<file path="src/rtl/psr_pkg.sv">
package psr_pkg;
    localparam int DW = 8;
    localparam int AW = 16;

    localparam int FLG_I = 2;
    localparam int FLG_B = 4;
    localparam int FLG_R = 5;

    typedef enum logic [2:0] {
        OP_NONE = 3'd0,
        OP_LOAD = 3'd1,
        OP_PUSH = 3'd2,
        OP_PULL = 3'd3,
        OP_BRK  = 3'd4,
        OP_JIND = 3'd5
    } op_e;

    typedef enum logic [3:0] {
        ST_IDLE,
        ST_PUSH_P,
        ST_PULL_P,
        ST_BRK_PCH,
        ST_BRK_PCL,
        ST_BRK_P,
        ST_VEC_LO,
        ST_VEC_HI,
        ST_JI_LO,
        ST_JI_HI,
        ST_FIN
    } state_e;
endpackage

</file>
<file path="src/rtl/psr_status_reg.sv">
module psr_status_reg
    import psr_pkg::*;
#(
    parameter logic [DW-1:0] INIT = 8'h24
) (
    input  logic          clk,
    input  logic          rst_n,
    input  logic          load_en,
    input  logic [DW-1:0] load_val,
    input  logic          set_imask,
    output logic [DW-1:0] flags
);
    localparam logic [DW-1:0] RSV_MASK = DW'(1) << FLG_R;
    localparam logic [DW-1:0] I_MASK   = DW'(1) << FLG_I;

    always_ff @(posedge clk) begin
        if (!rst_n) begin
            flags <= INIT;
        end else if (load_en) begin
            flags <= (load_val & ~RSV_MASK) | RSV_MASK;
        end else if (set_imask) begin
            flags <= flags | I_MASK;
        end
    end

    AST_RSV_ONE: assert property (@(posedge clk) disable iff (!rst_n)
        flags[FLG_R]);

    AST_FLAGS_HOLD: assert property (@(posedge clk) disable iff (!rst_n)
        (!load_en && !set_imask) |=> $stable(flags));
endmodule

</file>
<file path="src/rtl/psr_stack_ptr.sv">
module psr_stack_ptr
    import psr_pkg::*;
#(
    parameter logic [DW-1:0] INIT = 8'hFD,
    parameter logic [DW-1:0] PAGE = 8'h01
) (
    input  logic          clk,
    input  logic          rst_n,
    input  logic          push,
    input  logic          pull,
    output logic [DW-1:0] sp,
    output logic [AW-1:0] push_addr,
    output logic [AW-1:0] pull_addr
);
    logic [DW-1:0] sp_up;

    assign sp_up     = sp + DW'(1);
    assign push_addr = {PAGE, sp};
    assign pull_addr = {PAGE, sp_up};

    always_ff @(posedge clk) begin
        if (!rst_n) begin
            sp <= INIT;
        end else if (push) begin
            sp <= sp - DW'(1);
        end else if (pull) begin
            sp <= sp_up;
        end
    end

    AST_PUSH_DEC: assert property (@(posedge clk) disable iff (!rst_n)
        push |=> (sp == $past(sp) - DW'(1)));

    AST_PULL_INC: assert property (@(posedge clk) disable iff (!rst_n)
        pull |=> (sp == $past(sp) + DW'(1)));

    AST_ONE_DIR: assert property (@(posedge clk) disable iff (!rst_n)
        !(push && pull));
endmodule

</file>
<file path="src/rtl/psr_ptr_next.sv">
module psr_ptr_next
    import psr_pkg::*;
(
    input  logic [AW-1:0] ptr,
    output logic [AW-1:0] hi_addr
);
    localparam int LOW_W = AW / 2;

    logic [LOW_W-1:0] low_next;

    // Only the low half advances; the page half is never carried into.
    assign low_next = ptr[LOW_W-1:0] + LOW_W'(1);
    assign hi_addr  = {ptr[AW-1:LOW_W], low_next};
endmodule

</file>
<file path="src/rtl/psr_stack_seq.sv">
module psr_stack_seq
    import psr_pkg::*;
#(
    parameter logic [DW-1:0] PSR_INIT   = 8'h24,
    parameter logic [DW-1:0] SP_INIT    = 8'hFD,
    parameter logic [DW-1:0] STACK_PAGE = 8'h01,
    parameter logic [AW-1:0] VEC_ADDR   = 16'hFFFE
) (
    input  logic          clk,
    input  logic          rst_n,
    input  logic          cmd_valid,
    input  logic [2:0]    cmd_op,
    input  logic [DW-1:0] cmd_data,
    input  logic [AW-1:0] cmd_pc,
    input  logic [AW-1:0] cmd_ptr,
    output logic          busy,
    output logic          done,
    output logic [AW-1:0] result,
    output logic [DW-1:0] status,
    output logic [DW-1:0] sp,
    output logic          mem_req,
    output logic          mem_we,
    output logic [AW-1:0] mem_addr,
    output logic [DW-1:0] mem_wdata,
    input  logic [DW-1:0] mem_rdata
);
    localparam logic [DW-1:0] B_MASK   = DW'(1) << FLG_B;
    localparam logic [AW-1:0] VEC_HIGH = VEC_ADDR + AW'(1);

    state_e        state, state_nx;
    logic [AW-1:0] ret_pc;
    logic [AW-1:0] ptr_q;
    logic [DW-1:0] lo_byte;
    logic          st_load, st_imask, sp_push, sp_pull;
    logic [DW-1:0] st_val;
    logic [AW-1:0] push_addr, pull_addr, ptr_hi_addr;
    logic          accept;

    psr_status_reg #(.INIT(PSR_INIT)) u_status (
        .clk       (clk),
        .rst_n     (rst_n),
        .load_en   (st_load),
        .load_val  (st_val),
        .set_imask (st_imask),
        .flags     (status)
    );

    psr_stack_ptr #(.INIT(SP_INIT), .PAGE(STACK_PAGE)) u_stack (
        .clk       (clk),
        .rst_n     (rst_n),
        .push      (sp_push),
        .pull      (sp_pull),
        .sp        (sp),
        .push_addr (push_addr),
        .pull_addr (pull_addr)
    );

    psr_ptr_next u_ptr (
        .ptr     (ptr_q),
        .hi_addr (ptr_hi_addr)
    );

    assign accept = (state == ST_IDLE) && cmd_valid;
    assign busy   = (state != ST_IDLE);

    // state register
    always_ff @(posedge clk) begin
        if (!rst_n) begin
            state <= ST_IDLE;
        end else begin
            state <= state_nx;
        end
    end

    // next state
    always_comb begin
        state_nx = state;
        unique case (state)
            ST_IDLE: begin
                if (cmd_valid) begin
                    case (cmd_op)
                        OP_LOAD: state_nx = ST_FIN;
                        OP_PUSH: state_nx = ST_PUSH_P;
                        OP_PULL: state_nx = ST_PULL_P;
                        OP_BRK:  state_nx = ST_BRK_PCH;
                        OP_JIND: state_nx = ST_JI_LO;
                        default: state_nx = ST_IDLE;
                    endcase
                end
            end
            ST_PUSH_P:  state_nx = ST_FIN;
            ST_PULL_P:  state_nx = ST_FIN;
            ST_BRK_PCH: state_nx = ST_BRK_PCL;
            ST_BRK_PCL: state_nx = ST_BRK_P;
            ST_BRK_P:   state_nx = ST_VEC_LO;
            ST_VEC_LO:  state_nx = ST_VEC_HI;
            ST_VEC_HI:  state_nx = ST_FIN;
            ST_JI_LO:   state_nx = ST_JI_HI;
            ST_JI_HI:   state_nx = ST_FIN;
            ST_FIN:     state_nx = ST_IDLE;
            default:    state_nx = ST_IDLE;
        endcase
    end

    // outputs and register controls
    always_comb begin
        mem_req   = 1'b0;
        mem_we    = 1'b0;
        mem_addr  = '0;
        mem_wdata = '0;
        done      = 1'b0;
        st_load   = 1'b0;
        st_val    = cmd_data;
        st_imask  = 1'b0;
        sp_push   = 1'b0;
        sp_pull   = 1'b0;
        unique case (state)
            ST_IDLE: begin
                if (accept && (cmd_op == OP_LOAD)) st_load = 1'b1;
            end
            ST_PUSH_P: begin
                mem_req = 1'b1; mem_we = 1'b1; mem_addr = push_addr;
                mem_wdata = status | B_MASK; sp_push = 1'b1;
            end
            ST_PULL_P: begin
                mem_req = 1'b1; mem_addr = pull_addr; sp_pull = 1'b1;
                st_load = 1'b1; st_val = mem_rdata;
            end
            ST_BRK_PCH: begin
                mem_req = 1'b1; mem_we = 1'b1; mem_addr = push_addr;
                mem_wdata = ret_pc[AW-1:DW]; sp_push = 1'b1;
            end
            ST_BRK_PCL: begin
                mem_req = 1'b1; mem_we = 1'b1; mem_addr = push_addr;
                mem_wdata = ret_pc[DW-1:0]; sp_push = 1'b1;
            end
            ST_BRK_P: begin
                mem_req = 1'b1; mem_we = 1'b1; mem_addr = push_addr;
                mem_wdata = status | B_MASK; sp_push = 1'b1;
                st_imask = 1'b1;
            end
            ST_VEC_LO: begin mem_req = 1'b1; mem_addr = VEC_ADDR; end
            ST_VEC_HI: begin mem_req = 1'b1; mem_addr = VEC_HIGH; end
            ST_JI_LO:  begin mem_req = 1'b1; mem_addr = ptr_q; end
            ST_JI_HI:  begin mem_req = 1'b1; mem_addr = ptr_hi_addr; end
            ST_FIN:    done = 1'b1;
            default:   ;
        endcase
    end

    // operand and result capture
    always_ff @(posedge clk) begin
        if (!rst_n) begin
            ret_pc  <= '0;
            ptr_q   <= '0;
            lo_byte <= '0;
            result  <= '0;
        end else begin
            if (accept) begin
                ret_pc <= cmd_pc + AW'(1);
                ptr_q  <= cmd_ptr;
            end
            if (state == ST_VEC_LO || state == ST_JI_LO) lo_byte <= mem_rdata;
            if (state == ST_VEC_HI || state == ST_JI_HI) result <= {mem_rdata, lo_byte};
        end
    end

    AST_DONE_PULSE: assert property (@(posedge clk) disable iff (!rst_n)
        done |=> !done);

    AST_WR_STACK: assert property (@(posedge clk) disable iff (!rst_n)
        mem_we |-> (mem_req && mem_addr[AW-1:DW] == STACK_PAGE));

    AST_IDLE_QUIET: assert property (@(posedge clk) disable iff (!rst_n)
        !busy |-> (!mem_req && !done));

    AST_VEC_MASKED: assert property (@(posedge clk) disable iff (!rst_n)
        (state == ST_VEC_LO) |-> status[FLG_I]);

    AST_JI_PAGE: assert property (@(posedge clk) disable iff (!rst_n)
        (state == ST_JI_HI) |-> (mem_addr[AW-1:DW] == ptr_q[AW-1:DW]));
endmodule

</file>
<file path="config.mk">
export PLATFORM = sky130hd
export DESIGN_NAME = psr_stack_seq
export DESIGN_NICKNAME = d
export VERILOG_FILES = /design/src/rtl/psr_pkg.sv /design/src/rtl/psr_status_reg.sv /design/src/rtl/psr_stack_ptr.sv /design/src/rtl/psr_ptr_next.sv /design/src/rtl/psr_stack_seq.sv
export SDC_FILE = /design/constraint.sdc
export NUM_CORES = 1
export LEC_CHECK = 0
export BUFFER_PORTS_ARGS = -buffer_cell sky130_fd_sc_hd__buf_2
export CORE_MARGIN = 4
export CORE_UTILIZATION = 52
export DETAILED_ROUTE_END_ITERATION = 10
export PLACE_DENSITY_LB_ADDON = 0.25
export SLEW_MARGIN = 30
export SYNTH_ARGS = -nofsm -noshare
export SYNTH_HDL_FRONTEND = slang
export SYNTH_SLANG_ARGS = --single-unit
</file>
<file path="constraint.sdc">
create_clock -name clk -period 2.6 [get_ports clk]
set_clock_uncertainty 0.2 [all_clocks]
set_input_delay 0.13 -clock clk [delete_from_list [all_inputs] [get_ports clk]]
set_output_delay 0.13 -clock clk [all_outputs]
set_load 0.01 [all_outputs]
</file>
=== After elaboration in Yosys (flattened, before gate mapping) ===
Index checks and enable logic that the tools add are counted.
W data, S select, Z words.

* Output and inout port bits: 60
* Register bits: 75
* Logic and storage cells: 57
* Input bits: 54

* Multiplexer cells: 17
* Reductions and logical operators: 12
* Add/sub/neg operators: 4
* Equality and inequality tests: 16

{| class="wikitable"
|+ Operators by type and width
! operator !! number
|-
| $pmux W16 S6 || 1
|-
| $mux W8 || 4
|-
| $pmux W4 S7 || 1
|-
| $pmux W8 S3 || 1
|-
| $pmux W4 S5 || 1
|-
| $add A16 B1 Y16 const B || 1
|-
| $add A8 B1 Y8 const B || 2
|-
| $eq A4 B3 Y1 const B || 4
|-
| $eq A4 B4 Y1 const B || 3
|-
| $reduce_or A9 Y1 || 1
|-
| $eq A4 B2 Y1 const B || 2
|-
| $reduce_or A4 Y1 || 2
|-
| $sub A8 B1 Y8 const B || 1
|-
| $eq A3 B2 Y1 const B || 2
|-
| $eq A3 B3 Y1 const B || 2
|-
| $mux W1 || 6
|-
| $eq A4 B1 Y1 const B || 1
|-
| $logic_not A4 Y1 || 1
|-
| $mux W4 || 1
|-
| $reduce_bool A2 Y1 || 2
|-
| $reduce_bool A4 Y1 || 1
|-
| $eq A3 B1 Y1 const B || 1
|-
| $mux W3 || 1
|-
| $logic_and A1 B1 Y1 || 2
|-
| 4 further kinds || 5
|}

=== Longest topological paths before layout ===
Gate-level depths: netlist of the first run.

* Word-level depth: 6
* Mapped depth: 8
* Depth with buffers taken out: 6

=== Hierarchy ===
From an unflattened synthesis of the first run, not the netlist that was laid out.

* Cells, all modules: 519
* Area, all modules: 4469.3 µm²

{| class="wikitable"
|+ Modules (own cells, without submodules)
! module !! area an instance (µm²) !! instances !! seq. area each (µm²) !! cells each
|-
| psr_stack_seq || 3248.1 || 1 || 1201.2 || 378
|-
| psr_stack_ptr || 768.2 || 1 || 160.2 || 92
|-
| psr_status_reg || 276.5 || 1 || 140.1 || 25
|-
| psr_ptr_next || 176.4 || 1 || 0.0 || 24
|}

=== Least setup slack after synthesis of the first run ===
Ideal clock, no wire load.

* Kind: reg-to-reg
* From: reg u_stack.sp[0]
* To: reg u_stack.sp[6]
* Buffers on the path: 1
* Setup time: 129 ps
* Setup slack: 493 ps
* Period minus slack after synthesis: 2107 ps
* Arrival: 1778 ps
* Data required time: 2271 ps
* Cell stages (with the launch flop): 8
* Path through: dfxtp_1 -> clkbuf_1 -> inv_1 -> ha_1 -> or3b_2 -> nor4b_1 -> o21a_1 -> o21ai_1

* Cells in the longest elaborated chain, start to end: 3
* Elaborated cells on any way between the ends: 4
* Those cells by class: add/sub: 2; mux: 2

{| class="wikitable"
|+ RTL lines
! what !! RTL line !! RTL
|-
| start, declared || psr_stack_ptr.sv:11 || <nowiki>output logic [DW-1:0] sp,</nowiki>
|-
| start signal, assigned || psr_stack_ptr.sv:25 || <nowiki>sp <= sp - DW'(1);</nowiki>
|-
| start signal, assigned || psr_stack_ptr.sv:27 || <nowiki>sp <= sp_up;</nowiki>
|-
| $add A8 B1 Y8 || psr_stack_ptr.sv:17 || <nowiki>assign sp_up = sp + DW'(1);</nowiki>
|-
| $mux W8 || psr_stack_ptr.sv:26 || <nowiki>end else if (pull) begin</nowiki>
|-
| $mux W8 (*) || psr_stack_ptr.sv:24 || <nowiki>end else if (push) begin</nowiki>
|}

Every way passes the cells marked *; elsewhere a longest branch is shown, timed or not. The select of a mux whose other input is x is not followed.
A chain may end at the register's enable or synchronous reset.

=== Final worst setup path of the first run ===
* From: reg state[0]
* To: out mem_addr[4]

* Cells in the longest elaborated chain, start to end: 3
* Elaborated cells on any way between the ends: 11
* Those cells by class: eq/ne: 9; mux: 1; reduce/logical: 1

{| class="wikitable"
|+ RTL lines
! what !! RTL line !! RTL
|-
| start, declared || psr_stack_seq.sv:30 || <nowiki>state_e state, state_nx;</nowiki>
|-
| start signal, assigned || psr_stack_seq.sv:71 || <nowiki>state <= state_nx;</nowiki>
|-
| $eq A4 B3 Y1, or another cell as far along || psr_stack_seq.sv:117 || <nowiki>unique case (state)</nowiki>
|-
| $reduce_or A4 Y1 (no line) || n/a ||
|-
| $pmux W16 S6 (*) || psr_stack_seq.sv:117 ||
|-
| end, declared || psr_stack_seq.sv:23 || <nowiki>output logic [AW-1:0] mem_addr,</nowiki>
|}

Every way passes the cells marked *; elsewhere a longest branch is shown, timed or not.

==> impl_metrics.py, run 1 <==
metrics = {
    "critical_path": {
        "start_kind": "register",
        "path_class": "register to primary output",
        "r2r_start": "state[0]",
        "arrival_ps": 2160,
        "cp.required_ps": 2270,
        "reg2reg_to": "u_status.flags[3]",
        "reg2reg_setup_slack_ps": 250,
        "ff2ff_path_depth": 5,
        "end_kind": "primary output",
        "critPathMaxFanout": 16,
    },
    "global_route": {
        "grt_use_total_pct": 28.0,
        "grt_pass1_vias": 4289,
        "antenna_found_initial": 0,
        "grt_pass1_wl_um": 20200,
        "grt-ovfl-total": 0,
        "grt_max_degree": 48,
    },
    "hold_path": {
        "whs_path_depth": 4,
        "hp-class": "input pin to register",
        "min_to": "state[0]",
        "min_from": "cmd_op[0]",
    },
    "pwr": {
        "pwr-share-clk_pct": 25.7,
        "seqPwrFrac_pct": 38.9,
        "power_mw": 3.79,
        "power_density_mw_per_mm2": 695,
        "internal_power_mw": 2.36,
        "vdd_drop_max_v": 0.000359,
        "total_leakage_power_nw": 2.37,
        "switching_share_pct": 37.7,
        "p_sw_mw": 1.43,
        "combPwrFrac_pct": 35.3,
    },
    "cts": {
        "numCtsBuffers": 9,
        "cts-root-buf": "clkbuf_8",
        "clock_sinks": 75,
        "clk_latency_ps": 350,
        "clk_path_buf_depth": 2,
        "cts_tree": "built",
        "clkTransAtPathRegs_ps": 90,
        "post_cts_buffers": 0,
        "ctsHtreeMaxLevel": 3,
    },
    "synth": {
        "synth_fp_nets": 595,
        "synth_top_area_share_pct": 37.2,
        "ys_seq_area_share_pct": 37.2,
        "synthTopCellsByArea": "dfxtp_1, nand2_1, a21oi_1",
        "yosysTopAreaCell": "dfxtp_1",
        "syn_avg_cell_area_um2": 7.52,
        "synth_warnings": 0,
        "ys.flop_type": "dfxtp_1",
        "async_flop_share_pct": 0,
        "ys_ff_latch": 75,
        "syn_area_mm2": 0.00404,
        "synth-edff-count": 0,
        "synthCells": 537,
        "ys_types": 60,
    },
    "run_status": {
        "status": "finished, final reports clean",
    },
    "finish": {
        "drive_gt1_share_pct": 24.4,
        "area_delta_synth_final_pct": 34.9,
        "layout_common_cells": "nand2_1, buf_2, dfxtp_1",
        "final_common_cell": "nand2_1",
        "fillCellCount": 556,
        "n_antenna_cell": 0,
        "post-route-util_pct": 73.5,
        "fin_nets": 750,
    },
    "timing": {
        "min_period_ps": 2490,
        "setup_tns_ps": 0,
        "fmax_ghz": 0.402,
        "maxSlewHeadroom_pct": 39.2,
        "hold_ws_ps": 26.4,
        "final.period_utilization_pct": 95.7,
        "finalHoldViolCount": 0,
        "fin_ws_ps": 112,
        "rsz0062_at_grt": "no",
        "finalSetupViolations": 0,
        "slew_viol_final": 0,
        "tightest_slew_ps": 909,
    },
    "floorplanning": {
        "die_area_mm2": 0.00924,
        "core-area_mm2": 0.00741,
        "pin_count": 114,
        "num_rows": 31,
        "dieHeight_um": 96.1,
        "initial_core_util_pct": 54.5,
        "die_x_um": 96.1,
    },
    "place": {
        "dpl.hpwl_um": 8510,
        "place_congestion": 0.927,
        "pre_cts_ws_ps": 233,
        "port-buffer-count": 111,
    },
    "routing": {
        "ant_nets": 0,
        "drt_drc_violations_left": 0,
        "routed_via_density": 5.63,
        "drt-initial-drc-count": 263,
        "wl_per_cell_um": 15.4,
        "totalWireLength_um": 12300,
        "vias": 4479,
        "dr.pass1.iters": 5,
    },
    "run": {
        "maxCapViolCount": 0,
    },
}
## how the worst max path moves through the flow
stage | from | end | cells after the start
2_1_floorplan | u_stack.sp[0] | u_stack.sp[6] | 7
3_3_place_gp | state[1] | u_status.flags[2] | 5
5_1_grt | state[2] | mem_addr[5] | 6
4_1_cts | state[3] | mem_addr[4] | 7
6_report | state[0] | mem_addr[4] | 7
3_5_place_dp | state[1] | u_status.flags[3] | 5
## synth_stat cells (2+ instances only)
master / count
a211o_1: 2
ha_1: 4
a21boi_0: 2
o22ai_1: 2
and3_1: 6
nand3_1: 13
inv_2: 2
and3b_1: 3
buf_1: 2
a211oi_1: 5
a311oi_2: 4
buf_2: 11
o21ai_1: 2
o21ai_0: 26
inv_1: 8
nand2_1: 124
mux2i_1: 9
dfxtp_1: 75
clkbuf_1: 24
xor2_1: 8
nor4_1: 8
a21oi_1: 57
nor2b_1: 2
nor2_1: 36
xnor2_1: 11
and4_1: 2
nand2b_1: 4
o221ai_1: 3
a22oi_1: 7
nand4_1: 12
o211ai_1: 5
and2_1: 3
or3b_2: 2
a221o_1: 2
a311oi_1: 3
nor3_1: 21
o21a_1: 2
a31oi_1: 3
## through the flow
stage | area [um2] | std cells
finish | 5450 | 796
floorplan | 4040 | 537
global placement | 4740 | 732
detailed placement | 4740 | 732
global route | 5450 | 796
CTS | 5440 | 796
## state kept, by name, summed over array words and instances, names as in the netlist
signal and cells:
u_status.flags 7, lo_byte 8, u_stack.sp 8, ret_pc 16, result 16, state 4, ptr_q 16
## repair_timing
action	4_1_cts	5_1_grt
setup endpoints to repair	2	4
hold endpoints to repair	61	0
resized for setup	1	4
hold buffers	48	0
gates cloned	0	0
## critical path, stage by stage (launching register included)
cell	delay, ps
dfxtp_1	370
buf_4	200
or4b_4	570
buf_6	190
o221ai_1	170
o21ai_0	110
nand2_1	80
buf_2	120
## power by group through the flow
stage | Clock, mW | Combinational [mW] | Sequential, mW
2_1_floorplan | 0 | 0.849 | 1.45
3_3_place_gp | 0 | 1.23 | 1.48
3_5_place_dp | 0 | 1.25 | 1.49
4_1_cts | 0.994 | 1.32 | 1.47
5_1_grt | 1.04 | 1.49 | 1.49
6_report | 0.975 | 1.34 | 1.47
## kinds of logic after synthesis
group | Yosys count | share of synthesized area, %
flops | 75 | 37.2
buf+inv | 49 | 5.18
compound gates | 133 | 21.1
fa+ha+maj | 4 | 1.24
simple gates | 247 | 28.8
other cells | 1 | 0.0929
xor+xnor | 19 | 4.12
mux | 9 | 2.23
## metal layers
layer  track usage (%)  vias to the layer above  part of all wire [%]
li1                  -                     2208                     -
met1              33.6                     2074                    41
met2              48.1                      171                    50
met3              6.25                       26                   6.2
met4              11.6                        0                   2.4
met5                 0                        -                     0
## area by class of cell
type | instances | area [um2] | share of cell area, %
multi-input combinational | 413 | 2330 | 42.9
sequential | 75 | 1500 | 27.6
timing repair buffer | 183 | 1230 | 22.6
clock buffer | 9 | 124 | 2.27
tap | 99 | 124 | 2.27
clock inverter | 7 | 90.1 | 1.65
inverter | 10 | 37.5 | 0.689
(Power assumes the default switching activity.)
==> run 2: changes to the inputs <==
--- a/config.mk
+++ b/config.mk
@@ -5,9 +5,10 @@
 export SDC_FILE = /design/constraint.sdc
 export NUM_CORES = 1
 export LEC_CHECK = 0
+export ABC_AREA = 1
 export BUFFER_PORTS_ARGS = -buffer_cell sky130_fd_sc_hd__buf_2
 export CORE_MARGIN = 4
-export CORE_UTILIZATION = 52
+export CORE_UTILIZATION = 40
 export DETAILED_ROUTE_END_ITERATION = 10
 export PLACE_DENSITY_LB_ADDON = 0.25
 export SLEW_MARGIN = 30
==> run 2 against run 1 <==
Combinational power grew 84%. Sequential cell count unchanged. Die area increased by 30%. Via count is 3.7% higher. Final area fell by 0.16%. First-iteration DRC count down 19%. Core utilization decreased by 19 points. Synthesized cell count is 19% higher. Sequential power grew 29%. Largest power group is now combinational logic.
==> impl_metrics.py, run 2 <==
metrics = {
    "critical_path": {
        "critPathMaxFanout": 7,
        "critPathMostFrequentCell": "dlygate4sd3_1",
        "arrival_ps": 2520,
        "cpPeakStageDelay_ps": 570,
        "start_kind": "register",
        "path_class": "register to register",
        "path_delay_family": "buffers and inverters",
        "end_kind": "register",
        "critPathBufInv": 3,
        "crit_chain": "nor2_4 -> nand2_2 -> inv_1 -> nand3_1 -> dlygate4sd3_1 -> a21oi_1 -> dlygate4sd3_1",
        "cp_slowest_cell": "dlygate4sd3_1",
        "cp.required_ps": 2690,
    },
    "pwr": {
        "vdd_drop_max_v": 0.000463,
        "total_leakage_power_nw": 2.75,
        "power_density_mw_per_mm2": 963,
    },
    "cts": {
        "clk_latency_ps": 350,
        "cts-root-buf": "clkbuf_8",
        "clock_sinks": 75,
        "numCtsBuffers": 9,
        "clkTransAtPathRegs_ps": 80,
        "clk_path_buf_depth": 2,
        "ctsHtreeMaxLevel": 3,
        "cts_tree": "built",
        "post_cts_buffers": 0,
    },
    "floorplanning": {
        "core-area_mm2": 0.00991,
        "num_rows": 36,
        "pin_count": 114,
        "die_area_mm2": 0.0120,
        "die_x_um": 109,
        "initial_core_util_pct": 41.5,
        "dieHeight_um": 109,
    },
    "synth": {
        "ys_top_cells_by_count": "nand2_1, nor2_1, dfxtp_1",
        "async_flop_share_pct": 0,
        "synthSimpleGateAreaFrac_pct": 30.5,
        "synth_compound_area_share_pct": 19.5,
        "synthAdderAreaFrac_pct": 1.22,
        "synth_top_area_share_pct": 36.5,
        "ys.flop_type": "dfxtp_1",
        "yosysTopAreaCell": "dfxtp_1",
        "ys_types": 31,
        "ys_ff_latch": 75,
        "synthCells": 637,
        "synth_most_common_cell": "nand2_1",
        "synth_top_family_by_area": "simple AND/OR/NAND/NOR gates",
        "syn_area_mm2": 0.00412,
        "muxShareOfSynthArea_pct": 0,
        "synthXorXnorAreaFrac_pct": 1.28,
        "synthTopCellsByArea": "dfxtp_1, nand2_1, o21ai_0",
        "syn_avg_cell_area_um2": 6.46,
        "synth_warnings": 0,
        "synth_fp_nets": 695,
        "ys_seq_area_share_pct": 36.5,
        "synth-edff-count": 0,
    },
    "place": {
        "port-buffer-count": 111,
        "place_congestion": 0.901,
        "dpl.hpwl_um": 8910,
    },
    "timing": {
        "maxSlewHeadroom_pct": 54.2,
        "rsz0062_at_grt": "no",
        "setup_tns_ps": 0,
        "fmax_ghz": 0.412,
        "finalSetupViolations": 0,
        "slew_viol_final": 0,
        "min_period_ps": 2430,
        "tightest_slew_ps": 686,
        "finalHoldViolCount": 0,
        "hold_ws_ps": 27.2,
        "final.period_utilization_pct": 93.4,
    },
    "routing": {
        "totalWireLength_um": 12300,
        "wl_per_cell_um": 13.3,
        "vias": 4643,
        "ant_nets": 0,
        "dr.pass1.iters": 5,
        "routed_via_density": 5.01,
        "drt-initial-drc-count": 212,
        "drt_drc_violations_left": 0,
    },
    "finish": {
        "top_regs": "ptr_q x16, result x16, ret_pc x16",
        "final_common_cell": "nand2_1",
        "layout_common_cells": "nand2_1, buf_2, nor2_1",
        "area_delta_synth_final_pct": 32.1,
        "fillCellCount": 1010,
        "n_antenna_cell": 0,
        "drive_gt1_share_pct": 19.8,
        "fin_nets": 846,
    },
    "global_route": {
        "grt_pass1_wl_um": 20200,
        "grt_pass1_vias": 4345,
        "grt-ovfl-total": 0,
        "grt_max_degree": 47,
        "antenna_found_initial": 0,
        "grt_use_total_pct": 21.0,
    },
    "run_status": {
        "status": "finished, final reports clean",
    },
    "run": {
        "maxCapViolCount": 0,
    },
    "hold_path": {
        "hp-class": "input pin to register",
    },
}
-- run 2: cell types whose count changed after synthesis, moves of 9 or more --
cell | before | now
clkbuf_1 | 24 | 10
inv_1 | 8 | 73
mux2i_1 | 9 | 0
nand3_1 | 13 | 42
nor2_1 | 36 | 92
nor3_1 | 21 | 8
o21ai_0 | 26 | 74
o21ai_1 | 2 | 13
-- run 2: kinds of logic (layout without fill, tap and decap cells) --
| group | count (synthesis) | in the layout |
|---|---|---|
| other | 1 | 1 |
| AOI/OAI and AO/OA | 154 | 154 |
| DFF | 75 | 75 |
| buffers and inverters | 109 | 265 |
| and+or+nand+nor | 288 | 288 |
| xor gates and xnor gates | 6 | 6 |
| adders and majority gates | 4 | 4 |
-- run 2: where the power goes --
group          total [mW]  switching, mW  leakage, nW  internal [mW]
Clock               0.890          0.450       0.0950          0.440
Sequential           1.89          0.359        0.616           1.53
Combinational        2.46           1.57         2.04          0.883
-- run 2: worst min-delay path: stages --
cell	delay, ps
buf_2	110
nor2_1	50
a21oi_1	140
o21ai_1	70
inv_1	40
-- run 2: metrics by stage --
| stage | util, % | cell area (um2) | cells | power [mW] | setup WS, ps |
|---|---|---|---|---|---|
| finish | 54.9 | 5440 | 926 | 5.24 | 172 |
| global route | 54.9 | 5440 | 926 | 5.69 | 51.1 |
| CTS | 54.9 | 5440 | 926 | 5.24 | 92.3 |
| detailed placement | 47.8 | 4730 | 859 | 4.27 | 512 |
| global placement | 47.8 | 4730 | 859 | 4.20 | 549 |
| floorplan | - | 4120 | 637 | 3.51 | 1030 |
-- run 2: path summary, 6_finish.rpt --
check / from / endpoint / slack [ps] / depth (start not counted)
worst min-delay path: cmd_pc[5] / ret_pc[5] / 30 / 5
worst max register to register: state[3] / state[3] / 170 / 7
worst max-delay path: state[3] / state[3] / 170 / 7
worst min register to register: ptr_q[14] / ptr_q[14] / 250 / 2
-- run 2: cell type report --
cell class | count | area, um2 | area share, %
clock buffers | 9 | 124 | 2.28
clock inverters | 7 | 68.8 | 1.27
inverters | 82 | 308 | 5.66
multi-input cells | 453 | 2160 | 39.8
flip-flops and latches | 75 | 1500 | 27.6
well taps | 133 | 166 | 3.06
repair buffers | 167 | 1100 | 20.3
-- run 2: per-layer routing --
layer  up-vias  share of wire (%)  GRT usage (%)
met1      2142                 44           26.6
met5         -                  0              0
met4         0               0.77           5.08
met2       122                 49           36.4
met3         9                6.1           4.40
li1       2370                  -              -
-- run 2: timing repair --
action / CTS / global route
endpoints found under the hold margin: 58 / 0
resized for setup: 0 / 1
setup endpoints to repair: 0 / 1
hold buffers: 51 / 0
